===== src/rtl/seqc_pkg.sv =====
package seqc_pkg;

    localparam int DLY_W = 11;
    localparam logic [5:0] RESET_KEY = 6'b010110;

    typedef enum logic [1:0] {
        MODE_FREE   = 2'b00,
        MODE_SINGLE = 2'b01,
        MODE_SYNC   = 2'b10,
        MODE_RSVD   = 2'b11
    } mode_t;

    typedef enum logic [1:0] {
        S_IDLE  = 2'b00,
        S_DELAY = 2'b01,
        S_CONV  = 2'b10
    } state_t;

    function automatic logic [DLY_W-1:0] dly_clocks(input logic [2:0] code);
        logic [DLY_W-1:0] v;
        unique case (code)
            3'd0:    v = DLY_W'(0);
            3'd1:    v = DLY_W'(4);
            3'd2:    v = DLY_W'(8);
            3'd3:    v = DLY_W'(16);
            3'd4:    v = DLY_W'(32);
            3'd5:    v = DLY_W'(128);
            3'd6:    v = DLY_W'(512);
            default: v = DLY_W'(1024);
        endcase
        return v;
    endfunction

endpackage


===== src/rtl/seqc_counter.sv =====
module seqc_counter #(
    parameter int W = 16
) (
    input  logic         clk,
    input  logic         rst_n,
    input  logic         clr,
    input  logic         en,
    output logic [W-1:0] cnt
);

    always_ff @(posedge clk or negedge rst_n) begin
        if (!rst_n) begin
            cnt <= '0;
        end else if (clr) begin
            cnt <= '0;
        end else if (en) begin
            cnt <= cnt + 1'b1;
        end
    end

endmodule


===== src/rtl/seqc_cmd_decode.sv =====
module seqc_cmd_decode #(
    parameter int ADDR_W   = 8,
    parameter int CTL_ADDR = 4
) (
    input  logic              clk,
    input  logic              rst_n,
    input  logic              start_pin,
    input  logic              ctl_wr,
    input  logic [7:0]        ctl_wdata,
    input  logic              cfg_wr,
    input  logic [ADDR_W-1:0] cfg_addr,
    input  seqc_pkg::mode_t   mode,
    input  logic              running,
    output logic              start_evt,
    output logic              stop_evt,
    output logic              restart_evt,
    output logic              sync_halt,
    output logic              reset_evt
);
    import seqc_pkg::*;

    localparam logic [ADDR_W-1:0] LAST_CTL = ADDR_W'(CTL_ADDR);

    logic pin_q;
    logic pin_rise;
    logic bit_start;
    logic bit_stop;
    logic cmd_mode;

    always_ff @(posedge clk or negedge rst_n) begin
        if (!rst_n) begin
            pin_q <= 1'b0;
        end else begin
            pin_q <= start_pin;
        end
    end

    always_comb begin
        pin_rise    = start_pin & ~pin_q;
        bit_start   = ctl_wr & ctl_wdata[1] & ~ctl_wdata[0];
        bit_stop    = ctl_wr & ctl_wdata[0] & ~ctl_wdata[1];
        cmd_mode    = (mode == MODE_FREE) || (mode == MODE_SINGLE);
        reset_evt   = ctl_wr && (ctl_wdata == {RESET_KEY, 2'b00});
        start_evt   = !reset_evt &&
                      ((cmd_mode && (bit_start || pin_rise)) ||
                       ((mode == MODE_SYNC) && pin_rise));
        stop_evt    = cmd_mode && bit_stop;
        sync_halt   = (mode == MODE_SYNC) && !start_pin && running;
        restart_evt = cfg_wr && (cfg_addr > LAST_CTL) && running;
    end

    // a pin edge in a command mode is a start, same as the bit
    p_pin_start_r12: assert property (@(posedge clk) disable iff (!rst_n)
        ($rose(start_pin) && (mode == MODE_FREE || mode == MODE_SINGLE) && !reset_evt)
        |-> start_evt);

endmodule


===== src/rtl/conv_sequencer.sv =====
module conv_sequencer #(
    parameter int LEN_W    = 16,
    parameter int ADDR_W   = 8,
    parameter int CTL_ADDR = 4
) (
    input  logic              clk,
    input  logic              rst_n,
    input  logic              start_pin,
    input  logic              ctl_wr,
    input  logic [7:0]        ctl_wdata,
    input  logic              cfg_wr,
    input  logic [ADDR_W-1:0] cfg_addr,
    input  logic [1:0]        mode,
    input  logic [2:0]        dly_code,
    input  logic [LEN_W-1:0]  conv_len,
    input  logic              data_rd,
    output logic              conv_active,
    output logic              conv_done,
    output logic              data_new,
    output logic              drdy_n,
    output logic              dev_rst_req
);
    import seqc_pkg::*;

    localparam int CNT_W = (LEN_W > DLY_W) ? LEN_W : DLY_W;
    localparam int CMP_W = CNT_W + 1;

    mode_t  mode_e;
    state_t state, state_n, first_st;

    logic start_evt, stop_evt, restart_evt, sync_halt, reset_evt;
    logic halt_evt;
    logic cnt_clr, cnt_en, finish;
    logic [CNT_W-1:0] cnt;
    logic [CMP_W-1:0] cnt_p1, dly_cmp, len_cmp;
    logic oneshot_q, stop_pend_q, done_q, new_q, rst_req_q;

    assign mode_e = mode_t'(mode);

    seqc_cmd_decode #(
        .ADDR_W  (ADDR_W),
        .CTL_ADDR(CTL_ADDR)
    ) u_dec (
        .clk        (clk),
        .rst_n      (rst_n),
        .start_pin  (start_pin),
        .ctl_wr     (ctl_wr),
        .ctl_wdata  (ctl_wdata),
        .cfg_wr     (cfg_wr),
        .cfg_addr   (cfg_addr),
        .mode       (mode_e),
        .running    (state != S_IDLE),
        .start_evt  (start_evt),
        .stop_evt   (stop_evt),
        .restart_evt(restart_evt),
        .sync_halt  (sync_halt),
        .reset_evt  (reset_evt)
    );

    seqc_counter #(.W(CNT_W)) u_cnt (
        .clk  (clk),
        .rst_n(rst_n),
        .clr  (cnt_clr),
        .en   (cnt_en),
        .cnt  (cnt)
    );

    always_comb begin
        halt_evt = sync_halt | reset_evt;
        cnt_en   = (state != S_IDLE);
        cnt_p1   = {1'b0, cnt} + 1'b1;
        dly_cmp  = CMP_W'(dly_clocks(dly_code));
        len_cmp  = CMP_W'(conv_len);
        first_st = (dly_code == 3'd0) ? S_CONV : S_DELAY;
    end

    // next-state logic
    always_comb begin
        state_n = state;
        cnt_clr = 1'b0;
        finish  = 1'b0;
        unique case (state)
            S_IDLE: begin
                if (start_evt) begin
                    state_n = first_st;
                    cnt_clr = 1'b1;
                end
            end
            S_DELAY: begin
                if (cnt_p1 >= dly_cmp) begin
                    state_n = S_CONV;
                    cnt_clr = 1'b1;
                end
            end
            S_CONV: begin
                if (cnt_p1 >= len_cmp) begin
                    finish  = 1'b1;
                    cnt_clr = 1'b1;
                    if (oneshot_q || stop_pend_q) begin
                        state_n = S_IDLE;
                    end
                end
            end
            default: begin
                state_n = S_IDLE;
                cnt_clr = 1'b1;
            end
        endcase
        if ((state != S_IDLE) && (start_evt || restart_evt)) begin
            state_n = first_st;
            cnt_clr = 1'b1;
            finish  = 1'b0;
        end
        if (halt_evt) begin
            state_n = S_IDLE;
            cnt_clr = 1'b1;
            finish  = 1'b0;
        end
    end

    // state register
    always_ff @(posedge clk or negedge rst_n) begin
        if (!rst_n) begin
            state <= S_IDLE;
        end else begin
            state <= state_n;
        end
    end

    // output and flag registers
    always_ff @(posedge clk or negedge rst_n) begin
        if (!rst_n) begin
            oneshot_q   <= 1'b0;
            stop_pend_q <= 1'b0;
            done_q      <= 1'b0;
            new_q       <= 1'b0;
            rst_req_q   <= 1'b0;
        end else begin
            done_q    <= finish;
            rst_req_q <= reset_evt;
            if (start_evt) begin
                oneshot_q <= (mode_e == MODE_SINGLE);
            end
            if (halt_evt || state_n == S_IDLE || start_evt) begin
                stop_pend_q <= 1'b0;
            end else if (stop_evt && state != S_IDLE) begin
                stop_pend_q <= 1'b1;
            end
            if (reset_evt) begin
                new_q <= 1'b0;
            end else if (finish) begin
                new_q <= 1'b1;
            end else if (start_evt && mode_e == MODE_SINGLE) begin
                new_q <= 1'b0;
            end else if (data_rd && mode_e != MODE_SINGLE) begin
                new_q <= 1'b0;
            end
        end
    end

    assign conv_active = (state == S_CONV);
    assign conv_done   = done_q;
    assign data_new    = new_q;
    assign drdy_n      = ~new_q;
    assign dev_rst_req = rst_req_q;

    // a done pulse only ever follows a counting conversion
    p_done_after_conv_r4: assert property (@(posedge clk) disable iff (!rst_n)
        conv_done |-> ($past(state) == S_CONV));

    // the status bit is up whenever the done pulse is
    p_done_marks_new_r13: assert property (@(posedge clk) disable iff (!rst_n)
        conv_done |-> data_new);

    // a low pin in pin-follow mode stops a busy sequencer at once
    p_sync_low_halts_r11: assert property (@(posedge clk) disable iff (!rst_n)
        (mode_e == MODE_SYNC && !start_pin && state != S_IDLE) |=> (state == S_IDLE));

    // reserved mode never leaves idle
    p_rsvd_stays_idle_r2: assert property (@(posedge clk) disable iff (!rst_n)
        (mode_e == MODE_RSVD && state == S_IDLE) |=> (state == S_IDLE));

    // single-mode data stay flagged until a new start
    p_single_holds_new_r7: assert property (@(posedge clk) disable iff (!rst_n)
        (mode_e == MODE_SINGLE && state == S_IDLE && data_new && !start_evt && !reset_evt)
        |=> data_new);

    // the reset request coincides with an idle sequencer
    p_reset_idles_r14: assert property (@(posedge clk) disable iff (!rst_n)
        dev_rst_req |-> (state == S_IDLE && !data_new));

endmodule


===== config.mk =====
export PLATFORM = sky130hd
export DESIGN_NAME = conv_sequencer
export DESIGN_NICKNAME = d
export VERILOG_FILES = /design/src/rtl/seqc_pkg.sv /design/src/rtl/seqc_counter.sv /design/src/rtl/seqc_cmd_decode.sv /design/src/rtl/conv_sequencer.sv
export SDC_FILE = /design/constraint.sdc
export NUM_CORES = 1
export LEC_CHECK = 0
export ABC_CLOCK_PERIOD_IN_PS = 4100
export BUFFER_PORTS_ARGS = -buffer_cell sky130_fd_sc_hd__clkbuf_2
export CAP_MARGIN = 20
export CELL_PAD_IN_SITES_DETAIL_PLACEMENT = 0
export CELL_PAD_IN_SITES_GLOBAL_PLACEMENT = 1
export CORE_MARGIN = 3
export CORE_UTILIZATION = 30
export DETAILED_ROUTE_END_ITERATION = 12
export PLACE_DENSITY_LB_ADDON = 0.1
export SLEW_MARGIN = 30
export SYNTH_ARGS = -nofsm -noshare
export SYNTH_HDL_FRONTEND = slang
export SYNTH_SLANG_ARGS = --single-unit

===== constraint.sdc =====
create_clock -name clk -period 4.1 [get_ports clk]
set_clock_uncertainty 0.05 [all_clocks]
set_input_delay 0.205 -clock clk [delete_from_list [all_inputs] [get_ports clk]]
set_output_delay 0.205 -clock clk [all_outputs]
set_load 0.005 [all_outputs]

==> results.md, run 1 <==
- Final Instance Count excl. Fillers: 435
- First drt pass iteration count: 4
- CP Capture Point: u_cnt.cnt[4]$_DFFE_PN0P_
- CP startpoint: u_cnt.cnt[6]$_DFFE_PN0P_
- Hold Path Class: input pin to register
- Core area: 0.00830 mm²
- Slew HR: 58.6%
- Post-layout util: 35.4%
- Min Tclk post-route: 3750 ps
- Clock latency on the worst-skew pair: 260 ps
- Top Ports: 48
- Final WL: 6330 µm
- Clock sink count: 24
- Routed wire per std cell: 14.6 µm
- Max H-tree Level: 1
- Combinational power share: 43.3%
- Antenna violations before repair: 0
- Status: complete, no violations
- Startpoint of the worst hold path: start_pin
- Leak Pwr: 1.42 nW
- Final nets: 395
- F_max: 266 MHz
- Top cells by area, synth: dfrtp_1, ha_1, a211oi_2, xnor2_1, xor2_1
- Total grt overflow: 0
- Seq/Total Area, Yosys: 23.3%
- Final Hold Vio Count: 0
- Switching portion of total power: 41.3%
- Slowest cell on crit path: dfrtp_1
- CP max stage delay: 580 ps
- Die area: 0.00975 mm²
- Drt drc: 0
- IO Port Bufs: 47
- Vias in the first global route: 2143
- Worst slew pin tran: 621 ps
- Initial Util: 31.1%
- Worst Setup End Kind: register
- Via density: 4.97
- Req. time, crit path: 4220 ps
- Clock-pin slew on the worst setup and hold paths: 80 ps
- Root Buffer: clkbuf_8
- Largest delay share family, worst path: simple AND/OR/NAND/NOR gates
- Worst setup SP type: register
- Longest Clk Path Bufs: 2
- Synthesized area per cell: 8.81 µm²
- Vert. Die Dim: 98.7 µm
- Buf/Inv on CP: 0
- Vias: 2164
- Filler Cells Inserted: 876
- Area taken by multi-input logic gates: 0.00177 mm²
- Synth cell types: 64
- Reg2reg path depth: 12
- Crit Path Class: register to register
- Placed Cells: 430
- Total CTS buffers: 3
- Endpoints failing setup: 0
- ANT nets after route: 0
- Initial DRC count: 86
- Worst path depth: 12
- Hold slack: 39.1 ps
- Power per Cell Area: 264 mW/mm²
- First-pass GRT wire length: 10700 µm
- Sw Pwr: 321 µW
- Synth top area share: 23.3%
- Crit path DAT: 3880 ps
- Setup TNS: 0 ps
- Synth Flop Type: dfrtp_1
- Worst-path cell chain: nand4_2 -> nor4_4 -> nand3_1 -> xnor2_1 -> ha_1 -> and4b_1 -> a21boi_0 -> o21ai_0 -> a211o_1 -> a211oi_2 -> nand2_2 -> a211oi_1
- Mapped cell area: 0.00258 mm²
- RSZ-0062 raised after global routing: no
- Row Count: 33
- Largest area contributor in the netlist: dfrtp_1
- CP max FO: 16
- Syn Inst Count: 293
- Ys async rst share: 100%
- Max-slew violation count: 0
- Global-route usage over all layers: 13.4%
- Layout cell share with drive strength beyond 1: 25.5%
- Most frequent cells in the layout: clkbuf_2, inv_1, dfrtp_1
- Fin crit share: 91.6%
- Pin count of the biggest net entering global routing: 25
- Worst r2r dst: u_cnt.cnt[4]$_DFFE_PN0P_
- # diodes: 0
- Placer Congestion: 0.740
- Seq pwr share: 36.2%
- CTS tree: yes
- Post-synth EDFFs: 0
- Commonest non-fill, non-tap cell in the layout: clkbuf_2
- # resized after CTS: 0
- Internal: 456 µW
- Register Area: 601 µm²
- Synth warnings: 0
- Die W: 98.7 µm
- R2r setup slk: 350 ps
- Clock power share: 20.5%
- Reg2reg start: u_cnt.cnt[6]$_DFFE_PN0P_
- Post-synthesis sequential element count: 24
- VDD IR max: 0.000184 V
- Max-Cap Viols: 0
- Post-synthesis net count: 357
- P&R area growth vs syn: 13.9%
- Dpl hpwl: 5200 µm
==> layout make-up <==
cell class | count | share of cell area, %
inverter | 26 | 3.32
sequential | 24 | 20.4
clock buffer | 4 | 1.87
tap | 105 | 4.47
timing repair buffer | 53 | 9.63
multi-input combinational | 223 | 60.3
==> what timing repair did <==
action	in CTS	in global routing
setup buffers	0	0
hold endpoints to repair	24	0
hold buffers	1	0
endpoints found under the setup margin	0	0
==> routing by layer <==
metal / global-route usage (%) / up-vias / share of wire [%] / routed length [µm]
met3: 1.20 / 5 / 3.7 / 235
met4: 3.47 / 0 / 1.1 / 68
li1: - / 1139 / - / -
met5: 0 / - / 0 / 0
met2: 21.5 / 51 / 44 / 2810
met1: 19.4 / 969 / 51 / 3220
==> Yosys cell counts (3+ instances only) <==
library cell	count
a211oi_1	8
a211oi_2	10
a21o_1	5
a21oi_1	12
and3_1	3
and4_1	3
buf_2	3
buf_6	3
clkbuf_1	8
dfrtp_1	24
ha_1	21
inv_1	26
mux2i_1	5
nand2_1	19
nand3_1	13
nand3b_1	5
nand4_1	7
nor2_1	14
nor2b_1	3
nor3_1	6
nor3b_1	3
o21ai_0	9
o32ai_1	3
or2_2	3
xnor2_1	14
xor2_1	14
==> power by group through the flow <==
stage	sequential [mW]	combinational [mW]	clock, mW
2_1_floorplan	0.270	0.272	0
3_3_place_gp	0.285	0.343	0
3_5_place_dp	0.285	0.343	0
4_1_cts	0.281	0.344	0.167
5_1_grt	0.286	0.384	0.175
6_report	0.281	0.337	0.159
==> per-stage QoR <==
stage	instance area [µm²]	worst slack [ps]	power [mW]
after detailed placement	2870	372	0.628
after floorplan	2580	934	0.543
after CTS	2940	341	0.792
after global routing	2940	8.10	0.845
after global placement	2870	493	0.628
final	2940	345	0.777
==> kinds of logic (layout without fill, tap and decap cells) <==
kind of cell	after synthesis	after routing	share of synthesized area (%)
and+or+nand+nor	100	100	24.4
AOI/OAI and AO/OA	66	66	20.4
buffers and inverters	46	83	8.10
xor gates and xnor gates	30	30	11.3
DFF	24	24	23.3
adders and majority gates	21	21	10.2
muxes	6	6	2.38
==> worst min path at each step <==
stage | endpoint | slack [ps] | cells past startpoint
finish | u_dec.pin_q$_DFF_PN0_ | 40 | 1
global route | u_dec.pin_q$_DFF_PN0_ | 30 | 1
global placement | state[0]$_DFF_PN0_ | 220 | 1
detailed placement | state[0]$_DFF_PN0_ | 210 | 1
CTS | u_dec.pin_q$_DFF_PN0_ | 30 | 1
floorplan | conv_done$_DFF_PN0_ | -140 | 0
==> sequential cells by signal, indices dropped and copies added, names as in the netlist <==
signal / flops
conv_done: 1
state: 2
u_dec.pin_q: 1
data_new: 1
oneshot_q: 1
stop_pend_q: 1
u_cnt.cnt: 16
dev_rst_req: 1
==> worst reg2reg max path, delay by kind of cell (launching register included) <==
kind,cells,cell delay (ps)
AO/OA/AOI/OAI,5,1150
XOR/XNOR,1,140
adder cells (fa/ha/maj),1,310
flip-flops,1,580
AND/OR/NAND/NOR,5,1430
(Power assumes the default switching activity.)
==> inputs of run 2 (changes only) <==
--- a/config.mk
+++ b/config.mk
@@ -5,6 +5,7 @@
 export SDC_FILE = /design/constraint.sdc
 export NUM_CORES = 1
 export LEC_CHECK = 0
+export ABC_AREA = 1
 export ABC_CLOCK_PERIOD_IN_PS = 4100
 export BUFFER_PORTS_ARGS = -buffer_cell sky130_fd_sc_hd__clkbuf_2
 export CAP_MARGIN = 20
@@ -17,4 +18,5 @@
 export SLEW_MARGIN = 30
 export SYNTH_ARGS = -nofsm -noshare
 export SYNTH_HDL_FRONTEND = slang
+export SYNTH_HIERARCHICAL = 1
 export SYNTH_SLANG_ARGS = --single-unit
==> run 2 against run 1 <==
Non-clock buffer count decreased by 2. Sequential cell count did not move. Sequential power up 4%. First-iteration DRC count is 21% lower. Wire length up 11%. Hold slack got worse by 10 ps. Largest cell class unchanged. Maximum frequency up 5.9%. Utilization up 0.59 points.
==> results.md, run 2 <==
- Status: complete, no violations
- Vias in the first global route: 2565 (+20%)
- Commonest cells post-synth: nand2_1, inv_1, nor2_1
- Post-synthesis net count: 505 (+41%)
- Worst Setup End Kind: register
- Max H-tree Level: 1 (unchanged)
- Worst setup SP type: register
- Largest regs: u_cnt/cnt x16, state x2
- Hold slack: 29.2 ps (-9.96 ps)
- Core area: 0.00885 mm² (+6.6%)
- Hold Path Sink: u_dec/pin_q$_DFF_PN0_
- Slew HR: 55.9% (-2.7 points)
- Clock sink count: 24 (unchanged)
- Crit path DAT: 3660 ps (-220 ps)
- ANT nets after route: 0 (unchanged)
- Root Buffer: clkbuf_8
- Mapped cell area: 0.00278 mm² (+7.8%)
- Synth top area share: 21.6% (-1.7 points)
- Power per Cell Area: 276 mW/mm² (+4.2%)
- VDD IR max: 0.000138 V (-25%)
- Hold Path Class: input pin to register
- Clock latency on the worst-skew pair: 260 ps (about the same)
- Most frequent cells in the layout: nand2_1, inv_1, nor2_1
- Synth warnings: 6 (+6)
- Startpoint of the worst hold path: start_pin
- Drt drc: 0 (unchanged)
- Top-count cell post-synth: nand2_1
- Final Hold Vio Count: 0 (unchanged)
- Post-synthesis sequential element count: 24 (unchanged)
- Setup TNS: 0 ps (unchanged)
- Final nets: 558 (+41%)
- CP startpoint: u_cnt/cnt[0]$_DFFE_PN0P_
- Vias: 2658 (+23%)
- RSZ-0062 raised after global routing: no
- Worst slew pin tran: 661 ps (+40.6 ps)
- R2r setup slk: 550 ps (+210 ps)
- IO Port Bufs: 47 (unchanged)
- # diodes: 0 (unchanged)
- Row Count: 34 (+3.0%)
- Die W: 102 µm (+3.6%)
- Synth cell types: 34 (-47%)
- Req. time, crit path: 4210 ps (about the same)
- Global-route usage over all layers: 14.1% (+0.67 points)
- Worst path depth: 23 (+11)
- Total grt overflow: 0 (unchanged)
- Max FFs per register: 16 (unchanged)
- Vert. Die Dim: 102 µm (+3.6%)
- Clock-pin slew on the worst setup and hold paths: 90 ps (about the same)
- Synthesized area per cell: 6.33 µm² (-28%)
- CP max stage delay: 550 ps (-30 ps)
- Die area: 0.0105 mm² (+7.3%)
- Top cells by area, synth: dfrtp_1, nand2_1, inv_1, ha_1, nor2_1
- Routed wire per std cell: 11.7 µm (-20%)
- First-pass GRT wire length: 11800 µm (+10%)
- F_max: 282 MHz (+5.9%)
- Buf/Inv on CP: 1 (+1)
- Longest Clk Path Bufs: 2 (unchanged)
- Dpl hpwl: 5960 µm (+15%)
- Fin crit share: 86.5% (-5.1 points)
- Max-Cap Viols: 0 (unchanged)
- Min Tclk post-route: 3550 ps (-208 ps)
- Slowest cell on crit path: dfrtp_1
- Largest delay share family, worst path: simple AND/OR/NAND/NOR gates
- P&R area growth vs syn: 14.5%
- Via density: 4.44 (-11%)
- CTS tree: yes
- # resized after CTS: 0 (unchanged)
- Ys async rst share: 100% (unchanged)
- Initial DRC count: 68 (-21%)
- Worst-path cell chain: ha_1 -> nand3_2 -> xor2_1 -> ha_1 -> nand2_1 -> nor2_1 -> nand2_1 -> nand3_1 -> nand2_1 -> nand2_1 -> nand2_1 -> nand2_1 -> nand2_1 -> nand2_1 -> nand2_1 -> nand2_2 -> a221o_2 -> nor2_2 -> nor2_4 -> nand3_2 -> inv_1 -> o21ai_1 -> nor2_1
- Layout cell share with drive strength beyond 1: 19.3% (-6.1 points)
- Synth Flop Type: dfrtp_1
- Critical Path Most Common Cell: nand2_1
- Setup bufs post-CTS: 0 (unchanged)
- First drt pass iteration count: 4 (unchanged)
- CP max FO: 8 (-8)
- Largest area contributor in the netlist: dfrtp_1
- Post-synth EDFFs: 0 (unchanged)
- Reg2reg start: u_cnt/cnt[0]$_DFFE_PN0P_
- Antenna violations before repair: 0 (unchanged)
- Total CTS buffers: 3 (unchanged)
- Worst r2r dst: u_cnt/cnt[6]$_DFFE_PN0P_
- Commonest non-fill, non-tap cell in the layout: nand2_1
- Hold Path Stages: 1 (unchanged)
- Max-slew violation count: 0 (unchanged)
- Pin count of the biggest net entering global routing: 25 (unchanged)
- Placer Congestion: 0.812 (+9.7%)
- Top Ports: 48 (unchanged)
- Initial Util: 31.4% (+0.33 points)
- Largest Register: u_cnt/cnt
- Crit Path Class: register to register
- Final WL: 7000 µm (+11%)
- Seq/Total Area, Yosys: 21.6% (-1.7 points)
- Reg2reg path depth: 23 (+11)
- Syn Inst Count: 439 (+50%)
- Endpoints failing setup: 0 (unchanged)
- Leak Pwr: 1.76 nW (+24%)
[run 2: cell types whose count changed after synthesis, moves of 8 or more]
cell	previous run	this run
nand2_1	19	112
xor2_1	14	2
a211oi_2	10	0
nor2_1	14	62
xnor2_1	14	3
nand3_1	13	31
clkbuf_1	8	0
nand2_2	1	11
inv_1	26	84
[run 2: worst reg2reg max path: cells and delay by family, from the launching register on]
family	cells	cell delay, ps
and+or+nand+nor	17	1390
adders and majority gates	2	580
DFF	1	550
AOI/OAI and AO/OA	2	510
xor gates and xnor gates	1	320
buffers and inverters	1	50
[run 2: per-layer routing]
metal  vias up  part of all wire (%)  GRT usage (%)
li1       1469                     -              -
met1      1158                    49           19.4
met2        27                    48           24.5
met3         4                   2.1          0.956
met4         0                  0.69           2.42
met5         -                     0              0
[run 2: timing repair]
item | 4_1_cts | 5_1_grt
setup endpoints to repair | 0 | 0
endpoints found under the hold margin | 24 | 0
hold buffers | 1 | 0
[run 2: how the worst max path moves through the flow]
stage	end	slack, ps
after CTS	u_cnt/cnt[6]$_DFFE_PN0P_	440
after global routing	u_cnt/cnt[13]$_DFFE_PN0P_	140
after detailed placement	u_cnt/cnt[6]$_DFFE_PN0P_	460
after floorplan	u_cnt/cnt[6]$_DFFE_PN0P_	1060
final	u_cnt/cnt[6]$_DFFE_PN0P_	550
after global placement	u_cnt/cnt[13]$_DFFE_PN0P_	460
[run 2: cells by family after synthesis]
kind of cell / synth area share, %
AND/OR/NAND/NOR: 45.5
buffers and inverters: 14.3
AO/OA/AOI/OAI: 6.71
flip-flops: 21.6
adder cells (fa/ha/maj): 10.4
XOR/XNOR: 1.58
[run 2: report_power, final]
group	switching, mW	total [mW]	internal (mW)
Combinational	0.241	0.378	0.137
Sequential	0.0330	0.291	0.258
Clock	0.0786	0.209	0.130
Total	0.352	0.878	0.525
[run 2: stage by stage]
| step | cells | util, % | power (mW) | setup WS, ps | cell area [µm²] |
|---|---|---|---|---|---|
| floorplan | 439 | - | 0.566 | 1060 | 2780 |
| global placement | 594 | 35.1 | 0.680 | 457 | 3100 |
| detailed placement | 594 | 35.1 | 0.682 | 456 | 3100 |
| CTS | 599 | 36.0 | 0.894 | 438 | 3180 |
| global route | 599 | 36.0 | 0.963 | 137 | 3180 |
| finish | 599 | 36.0 | 0.878 | 553 | 3180 |
[run 2: cell type report]
class | count | area (µm²)
tap | 108 | 135
fill | 996 | 5660
multi-input combinational | 325 | 1780
sequential | 24 | 601
timing repair buffer | 51 | 268
clock inverter | 1 | 30.0
inverter | 87 | 327
clock buffer | 3 | 41.3
==> inputs of run 3 (changes only) <==
--- a/config.mk
+++ b/config.mk
@@ -14,7 +14,9 @@
 export CORE_MARGIN = 3
 export CORE_UTILIZATION = 30
 export DETAILED_ROUTE_END_ITERATION = 12
+export HOLD_SLACK_MARGIN = 0.15
 export PLACE_DENSITY_LB_ADDON = 0.1
+export REMOVE_ABC_BUFFERS = 1
 export SLEW_MARGIN = 30
 export SYNTH_ARGS = -nofsm -noshare
 export SYNTH_HDL_FRONTEND = slang
==> run 3 against run 2 <==
Worst setup slack improved by 33 ps. Count of clock-buffer cells in the layout rose by 1. Sequential cell count stayed put. Via count rose by 3.0%. Sequential power is essentially flat. Highest routed layer unchanged.
==> results.md, run 3 (synthesized netlist as in run 2, its figures left out) <==
- Status: complete, no violations
- Initial Util: 31.4% (unchanged)
- Design Area, Final: 0.00320 mm² (+0.43%)
- Largest Register: u_cnt/cnt
- Power per Cell Area: 261 mW/mm² (-5.3%)
- Slowest cell on crit path: dfrtp_1
- Root Buffer: clkbuf_8
- Hold slack: 159 ps (+130 ps)
- Final worst slack: 586 ps (+32.8 ps)
- Pin count of the biggest net entering global routing: 25 (unchanged)
- Commonest non-fill, non-tap cell in the layout: nand2_1
- ANT nets after route: 0 (unchanged)
- Crit Path Class: register to register
- Slew HR: 57.9% (+2.0 points)
- Min Tclk post-route: 3510 ps (-32.8 ps)
- Dpl hpwl: 6020 µm (+1.1%)
- Post-layout util: 36.1% (+0.16 points)
- Die W: 102 µm (unchanged)
- Cell Area, Placed: 0.00310 mm² (unchanged)
- Hold_buf cts: 4 (+3)
- Leak Pwr: 1.76 nW (+0.20%)
- Max-Cap Viols: 0 (unchanged)
- Core area: 0.00885 mm² (unchanged)
- Layout cell share with drive strength beyond 1: 19.2% (-0.12 points)
- Placer Congestion: 0.770 (-5.1%)
- Routing usage on met1: 18.9% (-0.49 points)
- Buf/Inv on CP: 1 (unchanged)
- Fin crit share: 85.7% (-0.80 points)
- Most frequent cells in the layout: nand2_1, inv_1, nor2_1
- Placed Cells: 594 (unchanged)
- Worst slew pin tran: 632 ps (-29.4 ps)
- Die area: 0.0105 mm² (unchanged)
- Final Instance Count excl. Fillers: 602 (+0.50%)
- CP max stage delay: 540 ps (about the same)
- Reg2reg path depth: 23 (unchanged)
- Vert. Die Dim: 102 µm (unchanged)
- Worst-path cell chain: ha_1 -> nand3_2 -> xor2_1 -> ha_1 -> nand2_1 -> nor2_1 -> nand2_1 -> nand3_1 -> nand2_1 -> nand2_1 -> nand2_1 -> nand2_1 -> nand2_1 -> nand2_1 -> nand2_1 -> nand2_2 -> a221o_2 -> nor2_2 -> nor2_4 -> nand3_2 -> inv_1 -> o21ai_1 -> nor2_1
- CTS tree: yes
- Final nets: 561 (+0.54%)
- Vias in the first global route: 2609 (+1.7%)
- Clock-pin slew on the worst setup and hold paths: 90 ps (about the same)
- R2r setup slk: 590 ps (+30 ps)
- Crit path DAT: 3630 ps (-30 ps)
- Max H-tree Level: 1 (unchanged)
- Top Ports: 48 (unchanged)
- Largest regs: u_cnt/cnt x16, state x2
- Clock sink count: 24 (unchanged)
- Initial DRC count: 72 (+5.9%)
- Met2 Track Usage GR: 26.5% (+1.9 points)
- Gr busiest metal: met2
- First-pass GRT wire length: 12100 µm (+2.5%)
- Dpl ws: 528 ps (+71.7 ps)
- Vias: 2737 (+3.0%)
- VDD IR max: 0.000117 V (-15%)
- Clock latency on the worst-skew pair: 270 ps (about the same)
- Filler Cells Inserted: 1021 (+2.5%)
- Row Count: 34 (unchanged)
- Antenna violations before repair: 0 (unchanged)
- PnR Total Power: 835 µW (-4.9%)
- Worst setup SP type: register
- IO Port Bufs: 47 (unchanged)
- # resized after CTS: 0 (unchanged)
- Setup bufs post-CTS: 0 (unchanged)
- Endpoints failing setup: 0 (unchanged)
- Largest delay share family, worst path: simple AND/OR/NAND/NOR gates
- Global-route usage over all layers: 14.4% (+0.36 points)
- Worst Setup End Kind: register
- Max FFs per register: 16 (unchanged)
- Hold Path Stages: 4 (+3)
- Final Hold Vio Count: 0 (unchanged)
- Drt drc: 0 (unchanged)
- Worst path depth: 23 (unchanged)
- Hold Path Class: input pin to register
- GRT met3 Usage: 1.02% (+0.068 points)
- Final WL: 7120 µm (+1.6%)
- RSZ-0062 raised after global routing: no
- Setup TNS: 0 ps (unchanged)
- Routed wire per std cell: 11.8 µm (+1.1%)
- Max-slew violation count: 0 (unchanged)
- # diodes: 0 (unchanged)
- Via density: 4.55 (+2.5%)
- P&R area growth vs syn: 15.0%
- Req. time, crit path: 4210 ps (about the same)
- Total grt overflow: 0 (unchanged)
- F_max: 285 MHz (+0.93%)
- Critical Path Most Common Cell: nand2_1
- First drt pass iteration count: 4 (unchanged)
- CP max FO: 8 (unchanged)
- Total CTS buffers: 3 (unchanged)
- Longest Clk Path Bufs: 2 (unchanged)
run 3: changes by cell type in the layout (fill, tap and decap cells not counted), sizes merged:
cell,before,now
bufinv,1,0
clkbuf,50,51
dlygate4sd3,1,4
run 3: cell type report:
class	instances	area [µm²]	share of cell area [%]
Clock buffer	4	55.1	1.72
Inverter	87	327	10.2
Multi-Input combinational cell	325	1780	55.8
Sequential cell	24	601	18.8
Tap cell	108	135	4.23
Timing Repair Buffer	54	298	9.31
run 3: worst paths after layout:
kind                                            end                      from
setup / recovery           u_cnt/cnt[6]$_DFFE_PN0P_  u_cnt/cnt[0]$_DFFE_PN0P_
max in group asynchronous  u_cnt/cnt[3]$_DFFE_PN0P_                     rst_n
hold reg to reg               oneshot_q$_DFFE_PN0P_     oneshot_q$_DFFE_PN0P_
hold / removal                dev_rst_req$_DFF_PN0_              ctl_wdata[5]
setup reg to reg           u_cnt/cnt[6]$_DFFE_PN0P_  u_cnt/cnt[0]$_DFFE_PN0P_
min in group asynchronous  u_cnt/cnt[7]$_DFFE_PN0P_                     rst_n
run 3: worst reg2reg max path: stages (launching register included):
cell and delay [ps]:
dfrtp_1 540, ha_1 260, nand3_2 160, xor2_1 300
ha_1 310, nand2_1 90, nor2_1 70, nand2_1 50
nand3_1 70, nand2_1 60, nand2_1 50, nand2_1 50
nand2_1 50, nand2_1 50, nand2_1 40, nand2_1 80
nand2_2 80, a221o_2 410, nor2_2 260, nor2_4 70
nand3_2 90, inv_1 50, o21ai_1 120, nor2_1 50
run 3: per-layer routing:
layer	vias to the layer above	wire length, µm
li1	1482	-
met1	1225	3390
met2	28	3510
met3	2	182
met4	0	30
met5	-	0
run 3: report_power, final:
part	leakage, nW	switching, mW	total [mW]	internal [mW]
combinational	1.41	0.241	0.379	0.138
sequential	0.327	0.0320	0.290	0.258
clock	0.0288	0.0799	0.166	0.0858
